--- src/rtl/wkq_pkg.sv ---
package wkq_pkg;
  localparam int PIN_CNT     = 2;
  localparam int SYNC_STAGES = 2;

  typedef enum logic [1:0] {ACT_HIGH = 2'd0, ACT_LOW = 2'd1, ACT_RISE = 2'd2, ACT_FALL = 2'd3} act_type_e;
  typedef enum logic [1:0] {FLT_RISE = 2'd0, FLT_FALL = 2'd1, FLT_BOTH = 2'd2, FLT_BOTH_ALT = 2'd3} flt_edge_e;
  typedef enum logic [1:0] {PS_RUN = 2'd0, PS_RTC = 2'd1, PS_OFF = 2'd2, PS_RSVD = 2'd3} pwr_state_e;

  localparam int SRC_BTN = 0;
  localparam int SRC_RTC = 1;
  localparam int SRC_PIN = 2;
  localparam int SRC_HWR = 3;
  localparam int SRC_W   = 4;
  localparam int EVT_W   = 3;

  localparam int EN_RTC = PIN_CNT;
  localparam int EN_BTN = PIN_CNT + 1;
  localparam int EN_W   = PIN_CNT + 2;
endpackage

--- src/rtl/wkq_sync.sv ---
module wkq_sync #(
  parameter int STAGES = 2
) (
  input  logic clk_i,
  input  logic rst_ni,
  input  logic d_i,
  output logic q_o
);
  logic [STAGES-1:0] sync_q;

  always_ff @(posedge clk_i or negedge rst_ni) begin
    if (!rst_ni) sync_q <= '0;
    else         sync_q <= {sync_q[STAGES-2:0], d_i};
  end

  assign q_o = sync_q[STAGES-1];
endmodule

--- src/rtl/wkq_edge_filter.sv ---
module wkq_edge_filter import wkq_pkg::*; #(
  parameter int INTV_W = 4,
  parameter int CNT_W  = 4
) (
  input  logic              clk_i,
  input  logic              rst_ni,
  input  logic              smp_i,
  input  logic              flt_en_i,
  input  logic [1:0]        edge_sel_i,
  input  logic [INTV_W-1:0] intv_i,
  input  logic [CNT_W-1:0]  cnt_i,
  output logic              flt_o
);
  localparam int LIM_W = CNT_W + 1 + (1 << INTV_W) - 1;

  logic [CNT_W:0]     span;
  logic [LIM_W-1:0]   lim, cnt_q;
  logic               flt_q, rise, fall, use_flt, last;
  flt_edge_e          sel;

  assign sel  = flt_edge_e'(edge_sel_i);
  assign span = {1'b0, cnt_i} + (CNT_W+1)'(2);
  assign lim  = {{(LIM_W-CNT_W-1){1'b0}}, span} << intv_i;
  assign last = (cnt_q >= lim - LIM_W'(1));

  assign rise    = smp_i & ~flt_q;
  assign fall    = ~smp_i & flt_q;
  assign use_flt = flt_en_i & ((rise & (sel != FLT_FALL)) | (fall & (sel != FLT_RISE)));

  // any return to the held value restarts the window
  always_ff @(posedge clk_i or negedge rst_ni) begin
    if (!rst_ni) begin
      flt_q <= 1'b0;
      cnt_q <= '0;
    end else if (smp_i == flt_q) begin
      cnt_q <= '0;
    end else if (!use_flt || last) begin
      flt_q <= smp_i;
      cnt_q <= '0;
    end else begin
      cnt_q <= cnt_q + LIM_W'(1);
    end
  end

  assign flt_o = flt_q;

  assert_hold_until_done_R3: assert property (@(posedge clk_i) disable iff (!rst_ni)
    ((smp_i != flt_q) && use_flt && !last) |=> (flt_q == $past(flt_q)));

  assert_bypass_follows_R4: assert property (@(posedge clk_i) disable iff (!rst_ni)
    ((smp_i != flt_q) && !use_flt) |=> (flt_q == $past(smp_i)));
endmodule

--- src/rtl/wkq_pin_chan.sv ---
module wkq_pin_chan import wkq_pkg::*; #(
  parameter int INTV_W = 4,
  parameter int CNT_W  = 4
) (
  input  logic              clk_i,
  input  logic              rst_ni,
  input  logic              pin_i,
  input  logic              flt_en_i,
  input  logic [1:0]        edge_sel_i,
  input  logic [INTV_W-1:0] intv_i,
  input  logic [CNT_W-1:0]  cnt_i,
  input  logic [1:0]        type_i,
  output logic              act_o
);
  logic smp, lvl, lvl_prev;

  wkq_sync #(.STAGES(SYNC_STAGES)) u_sync (
    .clk_i (clk_i),
    .rst_ni(rst_ni),
    .d_i   (pin_i),
    .q_o   (smp)
  );

  wkq_edge_filter #(.INTV_W(INTV_W), .CNT_W(CNT_W)) u_flt (
    .clk_i     (clk_i),
    .rst_ni    (rst_ni),
    .smp_i     (smp),
    .flt_en_i  (flt_en_i),
    .edge_sel_i(edge_sel_i),
    .intv_i    (intv_i),
    .cnt_i     (cnt_i),
    .flt_o     (lvl)
  );

  always_ff @(posedge clk_i or negedge rst_ni) begin
    if (!rst_ni) lvl_prev <= 1'b0;
    else         lvl_prev <= lvl;
  end

  always_comb begin
    unique case (act_type_e'(type_i))
      ACT_HIGH: act_o = lvl;
      ACT_LOW:  act_o = ~lvl;
      ACT_RISE: act_o = lvl & ~lvl_prev;
      ACT_FALL: act_o = ~lvl & lvl_prev;
      default:  act_o = 1'b0;
    endcase
  end

  assert_edge_single_pulse_R1: assert property (@(posedge clk_i) disable iff (!rst_ni)
    (type_i[1] && act_o) |=> (!act_o || !$stable(type_i)));
endmodule

--- src/rtl/wkq_wake_gate.sv ---
module wkq_wake_gate import wkq_pkg::*; (
  input  logic             clk_i,
  input  logic             rst_ni,
  input  logic [1:0]       pwr_state_i,
  input  logic             rtc_latch_i,
  input  logic [EVT_W-1:0] evt_i,
  input  logic             hw_rst_evt_i,
  input  logic             src_clr_i,
  output logic             wake_req_o,
  output logic [SRC_W-1:0] wake_src_o
);
  pwr_state_e       st;
  logic [EVT_W-1:0] pend_q, pend_d, deliver;
  logic [SRC_W-1:0] src_q;
  logic             req_q;

  assign st = pwr_state_e'(pwr_state_i);

  always_comb begin
    deliver = '0;
    pend_d  = pend_q;
    unique case (st)
      PS_OFF: begin
        deliver = evt_i | pend_q;
        pend_d  = '0;
      end
      PS_RTC:  if (rtc_latch_i) pend_d = pend_q | evt_i;
      default: ;
    endcase
  end

  always_ff @(posedge clk_i or negedge rst_ni) begin
    if (!rst_ni) begin
      pend_q <= '0;
      src_q  <= '0;
      req_q  <= 1'b0;
    end else begin
      pend_q <= pend_d;
      req_q  <= |deliver;
      src_q  <= (src_q & {SRC_W{~src_clr_i}}) | {hw_rst_evt_i, deliver};
    end
  end

  assign wake_req_o = req_q;
  assign wake_src_o = src_q;

  assert_req_only_off_R7: assert property (@(posedge clk_i) disable iff (!rst_ni)
    wake_req_o |-> ($past(pwr_state_i) == PS_OFF));

  assert_src_sticky_R9: assert property (@(posedge clk_i) disable iff (!rst_ni)
    !src_clr_i |=> ((wake_src_o & $past(wake_src_o)) == $past(wake_src_o)));

  assert_req_marks_src_R9: assert property (@(posedge clk_i) disable iff (!rst_ni)
    wake_req_o |-> (|wake_src_o[EVT_W-1:0]));

  assert_pend_flush_off_R8: assert property (@(posedge clk_i) disable iff (!rst_ni)
    (st == PS_OFF) |=> (pend_q == '0));

  assert_no_pend_unlatched_R8: assert property (@(posedge clk_i) disable iff (!rst_ni)
    (!rtc_latch_i && pend_q == '0) |=> (pend_q == '0));
endmodule

--- src/rtl/wkq_wakeup_qual.sv ---
module wkq_wakeup_qual import wkq_pkg::*; #(
  parameter int INTV_W = 4,
  parameter int CNT_W  = 4
) (
  input  logic                      clk_i,
  input  logic                      rst_ni,
  input  logic [PIN_CNT-1:0]        pin_i,
  input  logic [EN_W-1:0]           wake_en_i,
  input  logic [2*PIN_CNT-1:0]      act_type_i,
  input  logic [PIN_CNT-1:0]        flt_en_i,
  input  logic [2*PIN_CNT-1:0]      flt_edge_i,
  input  logic [INTV_W*PIN_CNT-1:0] flt_intv_i,
  input  logic [CNT_W*PIN_CNT-1:0]  flt_cnt_i,
  input  logic [1:0]                glitch_sel_i,
  input  logic                      combine_and_i,
  input  logic                      rtc_latch_i,
  input  logic [1:0]                pwr_state_i,
  input  logic                      rtc_wake_i,
  input  logic                      btn_wake_i,
  input  logic                      hw_rst_evt_i,
  input  logic                      src_clr_i,
  output logic                      wake_req_o,
  output logic [SRC_W-1:0]          wake_src_o
);
  logic [PIN_CNT-1:0] act, act_m, flt_en_eff;
  logic               pin_evt;
  logic [EVT_W-1:0]   evt;

  for (genvar g = 0; g < PIN_CNT; g++) begin : g_pin
    if (g == 0) begin : g_bypass
      // fast capture on pin 0 replaces its filter
      assign flt_en_eff[g] = flt_en_i[g] & ~(|glitch_sel_i);
    end else begin : g_plain
      assign flt_en_eff[g] = flt_en_i[g];
    end

    wkq_pin_chan #(.INTV_W(INTV_W), .CNT_W(CNT_W)) u_chan (
      .clk_i     (clk_i),
      .rst_ni    (rst_ni),
      .pin_i     (pin_i[g]),
      .flt_en_i  (flt_en_eff[g]),
      .edge_sel_i(flt_edge_i[2*g +: 2]),
      .intv_i    (flt_intv_i[INTV_W*g +: INTV_W]),
      .cnt_i     (flt_cnt_i[CNT_W*g +: CNT_W]),
      .type_i    (act_type_i[2*g +: 2]),
      .act_o     (act[g])
    );
  end

  assign act_m   = act & wake_en_i[PIN_CNT-1:0];
  assign pin_evt = combine_and_i ? (&act_m) : (|act_m);

  assign evt[SRC_BTN] = btn_wake_i & wake_en_i[EN_BTN];
  assign evt[SRC_RTC] = rtc_wake_i & wake_en_i[EN_RTC];
  assign evt[SRC_PIN] = pin_evt;

  wkq_wake_gate u_gate (
    .clk_i       (clk_i),
    .rst_ni      (rst_ni),
    .pwr_state_i (pwr_state_i),
    .rtc_latch_i (rtc_latch_i),
    .evt_i       (evt),
    .hw_rst_evt_i(hw_rst_evt_i),
    .src_clr_i   (src_clr_i),
    .wake_req_o  (wake_req_o),
    .wake_src_o  (wake_src_o)
  );
endmodule

--- config.mk ---
export PLATFORM = sky130hd
export DESIGN_NAME = wkq_wakeup_qual
export DESIGN_NICKNAME = d
export VERILOG_FILES = /design/src/rtl/wkq_pkg.sv /design/src/rtl/wkq_sync.sv /design/src/rtl/wkq_edge_filter.sv /design/src/rtl/wkq_pin_chan.sv /design/src/rtl/wkq_wake_gate.sv /design/src/rtl/wkq_wakeup_qual.sv
export SDC_FILE = /design/constraint.sdc
export NUM_CORES = 1
export LEC_CHECK = 0
export ABC_CLOCK_PERIOD_IN_PS = 4700
export BUFFER_PORTS_ARGS = -buffer_cell sky130_fd_sc_hd__buf_4
export CELL_PAD_IN_SITES_DETAIL_PLACEMENT = 2
export CELL_PAD_IN_SITES_GLOBAL_PLACEMENT = 2
export CORE_MARGIN = 8
export CORE_UTILIZATION = 40
export DETAILED_ROUTE_END_ITERATION = 8
export GPL_TIMING_DRIVEN = 0
export PLACE_DENSITY = 0.95
export SYNTH_ARGS = -nofsm -noshare
export SYNTH_HDL_FRONTEND = slang
export SYNTH_SLANG_ARGS = --single-unit
export TNS_END_PERCENT = 1
--- constraint.sdc ---
create_clock -name clk_i -period 4.7 [get_ports clk_i]
set_clock_uncertainty 0.1 [all_clocks]
set_input_delay 0.235 -clock clk_i [delete_from_list [all_inputs] [get_ports clk_i]]
set_output_delay 0.235 -clock clk_i [all_outputs]
set_load 0.05 [all_outputs]
## Yosys cells after proc, flatten, opt, wreduce, memory -nomap -nowiden

Index checks and enable logic that the tools add are counted.

| word-level totals | value |
|---|---|
| register bits | 56 |
| latch bits | 0 |
| RAM bits | 0 |
| bits in read-only memories | 0 |
| input bits | 44 |
| output and inout bits | 5 |
| logic and storage cells | 93 |
| memories | 0 |

| operators by class | value |
|---|---|
| add/subtract/negate cells | 6 |
| multipliers | 0 |
| div/mod/pow operators | 0 |
| $lt $le $gt $ge | 2 |
| equal/unequal tests | 13 |
| shifts and indexed selects | 2 |
| mux-type cells | 10 |
| bitwise operators | 33 |
| reduce and logical (&&, ||, !) cells | 16 |

Operators with widths:

| operator | number |
|---|---|
| 2-to-1 mux 20 bit | 4 |
| adder 20 x 1 -> 20 bit, second input constant | 2 |
| greater-or-equal comparator 20 bit | 2 |
| left shift 5 x 4 -> 20 bit | 2 |
| subtractor 20 x 1 -> 20 bit, second input constant | 2 |
| bitwise AND 1 bit | 17 |
| adder 4 x 2 -> 5 bit, second input constant | 2 |
| == test 2 bit, second input constant | 5 |
| inverter 1 bit | 10 |
| one-hot mux 1 bit (4 select lines) | 2 |
| AND reduction 2 bit | 4 |
| == test 2 x 1 -> 1 bit, second input constant | 3 |
| 2-to-1 mux 3 bit | 2 |
| one-hot mux 3 bit (2 select lines) | 1 |
| nonzero test 2 bit | 3 |
| bitwise AND 4 bit | 1 |
| zero test 2 bit | 2 |
| != test 2 x 1 -> 1 bit, second input constant | 2 |
| bitwise OR 4 bit | 1 |
| OR reduction 2 bit | 2 |
| bitwise OR 3 bit | 1 |
| OR reduction 3 bit | 1 |
| bitwise AND 2 bit | 1 |
| == test 1 bit | 2 |
| other kinds (5) | 8 |

## Logic depth before layout (Yosys ltp)

| logic depth | value |
|---|---|
| word-level depth | 9 |
| depth in mapped cells | 21 |

## By module

From an unflattened synthesis, not the netlist that was laid out.

| unflattened totals | value |
|---|---|
| cells, all modules | 615 |
| area, all modules | 5316.3 um^2 |

By module, submodules not included:

| module | instances | cells an instance | area an instance (um^2) | seq. area each (um^2) |
|---|---|---|---|---|
| wkq_edge_filter (g_pin[0].u_chan.u_flt) | 1 | 283 | 2379.8 | 525.5 |
| wkq_edge_filter (g_pin[1].u_chan.u_flt) | 1 | 284 | 2373.5 | 525.5 |
| wkq_wake_gate | 1 | 27 | 314.1 | 200.2 |
| wkq_pin_chan | 2 | 5 | 52.6 | 25.0 |
| wkq_sync | 2 | 2 | 50.0 | 50.0 |
| wkq_wakeup_qual | 1 | 7 | 43.8 | 0.0 |

## Worst setup path after synthesis

No wires, ideal clock.

| path | value |
|---|---|
| path type | input to register |
| start point | input port flt_cnt_i[5] |
| end point | register g_pin[1].u_chan.u_flt.cnt_q[10] |
| data arrival time | 3627 ps |
| required time | 4528 ps |
| setup slack | 901 ps |
| stages | 15 |
| path buffers | 1 |
| cell sequence | ha_1 -> nand2b_1 -> o21a_4 -> a311o_1 -> nor4_4 -> nand4b_2 -> or4_1 -> a21oi_1 -> ha_1 -> a21o_1 -> a211oi_1 -> nor2b_1 -> nand2_1 -> clkbuf_1 -> nor2_1 |

| between the ends | value |
|---|---|
| word-level cells in the longest chain between the ends | 7 |

RTL lines:

| what | RTL line | source |
|---|---|---|
| start, declared | wkq_wakeup_qual.sv:13 | `input logic [CNT_W*PIN_CNT-1:0] flt_cnt_i,` |
| adder 4 x 2 -> 5 bit | wkq_edge_filter.sv:22 | `assign span = {1'b0, cnt_i} + (CNT_W+1)'(2);` |
| left shift 5 x 4 -> 20 bit | wkq_edge_filter.sv:23 | `assign lim = {{(LIM_W-CNT_W-1){1'b0}}, span} << intv_i;` |
| subtractor 20 x 1 -> 20 bit | wkq_edge_filter.sv:24 | `assign last = (cnt_q >= lim - LIM_W'(1));` |
| greater-or-equal comparator 20 bit | wkq_edge_filter.sv:24 |  |
| logical OR 1 bit | wkq_edge_filter.sv:37 | `end else if (!use_flt \|\| last) begin` |
| 2-to-1 mux 20 bit | wkq_edge_filter.sv:37 |  |
| 2-to-1 mux 20 bit | wkq_edge_filter.sv:35 | `end else if (smp_i == flt_q) begin` |
| end signal, assigned | wkq_edge_filter.sv:41 | `cnt_q <= cnt_q + LIM_W'(1);` |
| end, declared | wkq_edge_filter.sv:17 | `logic [LIM_W-1:0] lim, cnt_q;` |

No other way between the ends.
A chain may end at the register's enable or synchronous reset.

## Worst setup path after layout

| path | value |
|---|---|
| start point | input port flt_cnt_i[5] |
| end point | register g_pin[1].u_chan.u_flt.cnt_q[14] |

The elaborated chain is that of the path after synthesis.

==> impl_metrics.csv <==
group,metric,value,unit
critical_path,path_cells,"buf_4 > ha_1 > nor2_1 > o31a_1 > o22a_2 > nor3b_4 > nand4b_2 > or4_1 > a21oi_1 > ha_1 > a21o_1 > a211oi_2 > nor2b_1 > nand2_2 > clkbuf_2 > nor2_1",
detailed_routing,wl_per_cell,26.21,µm
detailed_routing,dr.pass1.iters,5,
layout,final_common_cell,"nor2_1",
cts,clk_latency,320,ps
yosys,ys.warnings.count,0,
floorplan,num_rows,42,
layout,most-common-layout-cells,"71 x nor2_1, 56 x dfrtp_1, 51 x nand2_1, 50 x buf_4, 50 x ha_1",
cts,cts_root_buf,"clkbuf_16",
pwr,power.total,1.557,mW
critical_path,critPathBufInv,2,
layout,nets,760,
critical_path,start_kind,"primary input",
cts,h-tree-depth,2,
grt,grt_pass1_vias,6018,
yosys,synth_nets,702,
grt,grt-ovfl-total,0,
floorplan,core,13090,µm²
pwr,ir_drop,0.0002017,V
timing,max_slew_margin,45.08,%
cts,path_clk_slew,80,ps
yosys,ys_seq_area_share,26.42,%
floorplan,die_h,131.2,µm
yosys,synth_top_area_share,26.42,%
yosys,synth_area_per_cell,8.725,µm²
yosys,synth.area.top_cells,"dfrtp_1 26%, ha_1 12%, xor2_1 5.9%",
yosys,ys_async_sr_fraction,100.0,%
critical_path,r2r-end,"g_pin[0].u_chan.u_flt.cnt_q[11]",
yosys,synth_cell_types,86,
timing,fin_ws,48.46,ps
yosys,syn_area,5305,µm²
floorplan,dieArea,17200,µm²
critical_path,setup.worst_path.end,"g_pin[1].u_chan.u_flt.cnt_q[14]",
yosys,yosysTopAreaCell,"dfrtp_1",
layout,multi_input_area,3744,µm²
cts,cts_tree,"done",
placement,dpl-instance-area,5863,µm²
critical_path,path_max_fanout,10,
detailed_routing,routed_wl,22100,µm
layout,seq_area,1401,µm²
timing,drv_slew,0,
layout,final_layout_size_suffix_gt1_share,17.09,%
layout,fillers,1433,
critical_path,worstSetupStartpoint,"flt_cnt_i[5]",
placement,hpwl,14600,µm
critical_path,cp_num_cells,16,
pwr,power.leakage,2.713,nW
grt,grt_pass1_wl,33630,µm
critical_path,reg2reg_slack,1570,ps
critical_path,rr_worst_depth,10,
detailed_routing,via_per_inst,6.286,
grt,gr-usage-all-layers,24.13,%
critical_path,cp-end-kind,"flip-flop",
worst_hold_path,hold_path_class,"in2reg",
critical_path,cp_slowest_cell,"or4_1",
critical_path,max_stage_delay,570,ps
timing,setup_viol,0,
placement,port_buffers,45,
detailed_routing,drtIter0Drc,256,
layout,n_antenna_cell,0,
critical_path,crit_family,"simple AND/OR/NAND/NOR gates",
cts,cts.sink_count,56,
yosys,synth-edff-count,0,
placement,gp_congestion,0.8385,
cts,numCtsBuffers,5,
critical_path,cp_data_required_time,4830,ps
layout,fin_area,6112,µm²
yosys,syn_inst,608,
critical_path,timing.rr.start,"g_pin[0].u_chan.u_flt.cnt_q[0]",
cts,clockBufferDepth,2,
detailed_routing,ant_nets,0,
pwr,pwr_density_cell,254.7,nW/µm²
timing,min_period,4652,ps
floorplan,ioPinCount,49,
detailed_routing,vias,5299,
critical_path,cp.arrival,4780,ps
job,max-cap-violations,0,
grt,grt_max_degree,57,
critical_path,path_class,"in2reg",
outcome,outcome,"finished, final reports clean",
yosys,ys_ff_latch,56,
timing,tightest_slew,803.0,ps
yosys,ys.flop_type,"dfrtp_1",
placement,post-place-ws,-272.0,ps
timing,period_share,98.97,%
timing,hold_viol_final,0,
layout,syn_to_final_growth,15.21,%
timing,max_freq,215.0,MHz
grt,antenna_found_initial,0,
detailed_routing,remaining_drc_errors,0,
floorplan,initial_core_util,40.54,%
floorplan,die_w,131.2,µm
state kept, by name, indices dropped and copies added, names as in the netlist:
signal / cells
u_gate.pend_q: 3
u_gate.wake_src_o: 4
g_pin.u_chan.u_flt.cnt_q: 40
g_pin.u_chan.u_flt.flt_o: 2
g_pin.u_chan.u_sync.sync_q: 4
u_gate.wake_req_o: 1
g_pin.u_chan.lvl_prev: 2
power by group:
part	leakage, nW	switching (mW)	total [mW]	internal, mW
logic	1.88	0.367	0.595	0.228
clock network	0.0719	0.219	0.423	0.204
registers	0.756	0.0273	0.538	0.511
worst min path at each step:
stage                                     start                               end  slack, ps  cells after the start
2_1_floorplan                            rst_ni          g_pin[0].u_chan.lvl_prev       -160                      0
3_3_place_gp                             rst_ni                 u_gate.wake_req_o        230                      1
3_5_place_dp   g_pin[1].u_chan.u_sync.sync_q[0]  g_pin[1].u_chan.u_sync.sync_q[1]        240                      0
4_1_cts                          pwr_state_i[1]                  u_gate.pend_q[1]         50                      2
5_1_grt                          pwr_state_i[1]                  u_gate.pend_q[1]         70                      2
6_report                         pwr_state_i[1]                  u_gate.pend_q[1]         60                      2
final cells by class:
type                       instances  share of cell area [%]
inverter                          22                   1.351
timing repair buffer              51                   6.428
sequential                        56                   22.93
clock buffer                       5                   2.047
buffer                            16                   1.945
tap                              176                   3.603
clock inverter                     3                  0.4504
multi-input combinational        514                   61.25
through the flow:
step	cells	hold slack, ps	TNS, ps	util [%]
5_1_grt	843	68.05	-1076	46.71
4_1_cts	841	54.70	0	46.36
3_5_place_dp	829	241.8	-3494	44.81
6_report	843	55.73	0	46.71
2_1_floorplan	608	-160.6	0	-
3_3_place_gp	829	229.1	0	44.81
cell usage after synthesis (5+ instances only):
cell type  count
a211oi_1       7
a21o_1        12
a21oi_1       23
a31oi_1        8
and3_1        11
buf_2          5
buf_6          5
dfrtp_1       56
ha_1          50
inv_1         22
nand2_1       52
nand2b_1      13
nand3_1       32
nand4_1       11
nor2_1        71
nor2b_1       13
nor3_1         9
o211ai_1      10
o21a_1         5
o21ai_0       23
xnor2_1       28
xor2_1        36
worst reg2reg max path: cells and delay by family, from the launching register on:
family / cells / cell delay (ps)
adders and majority gates: 1 / 300
buffers and inverters: 2 / 350
AOI/OAI and AO/OA: 2 / 870
and+or+nand+nor: 5 / 980
DFF: 1 / 440
what timing repair did:
item,in CTS,in global routing
gates cloned,0,0
pin swaps,0,1
gates resized for setup,3,9
endpoints found under the hold margin,59,0
setup endpoints to repair,3,30
hold buffers,4,0
buffers inserted,0,2
kinds of logic after synthesis:
family                     after synthesis  share of synthesized area [%]
AOI/OAI and AO/OA                      132                          18.49
xor gates and xnor gates                66                          11.18
buffers and inverters                   38                          3.726
and+or+nand+nor                        261                          26.96
adders and majority gates               51                          11.98
DFF                                     56                          26.42
muxes                                    4                          1.250
metal layers:
layer / GRT usage [%] / share of wire (%) / vias to the layer above
met3: 4.383 / 3.7 / 81
met1: 25.84 / 39 / 2720
li1: - / - / 2318
met5: 0 / 0 / -
met4: 14.53 / 5.4 / 0
met2: 43.37 / 52 / 180
No activity file was read; power rests on OpenSTA's default activity.
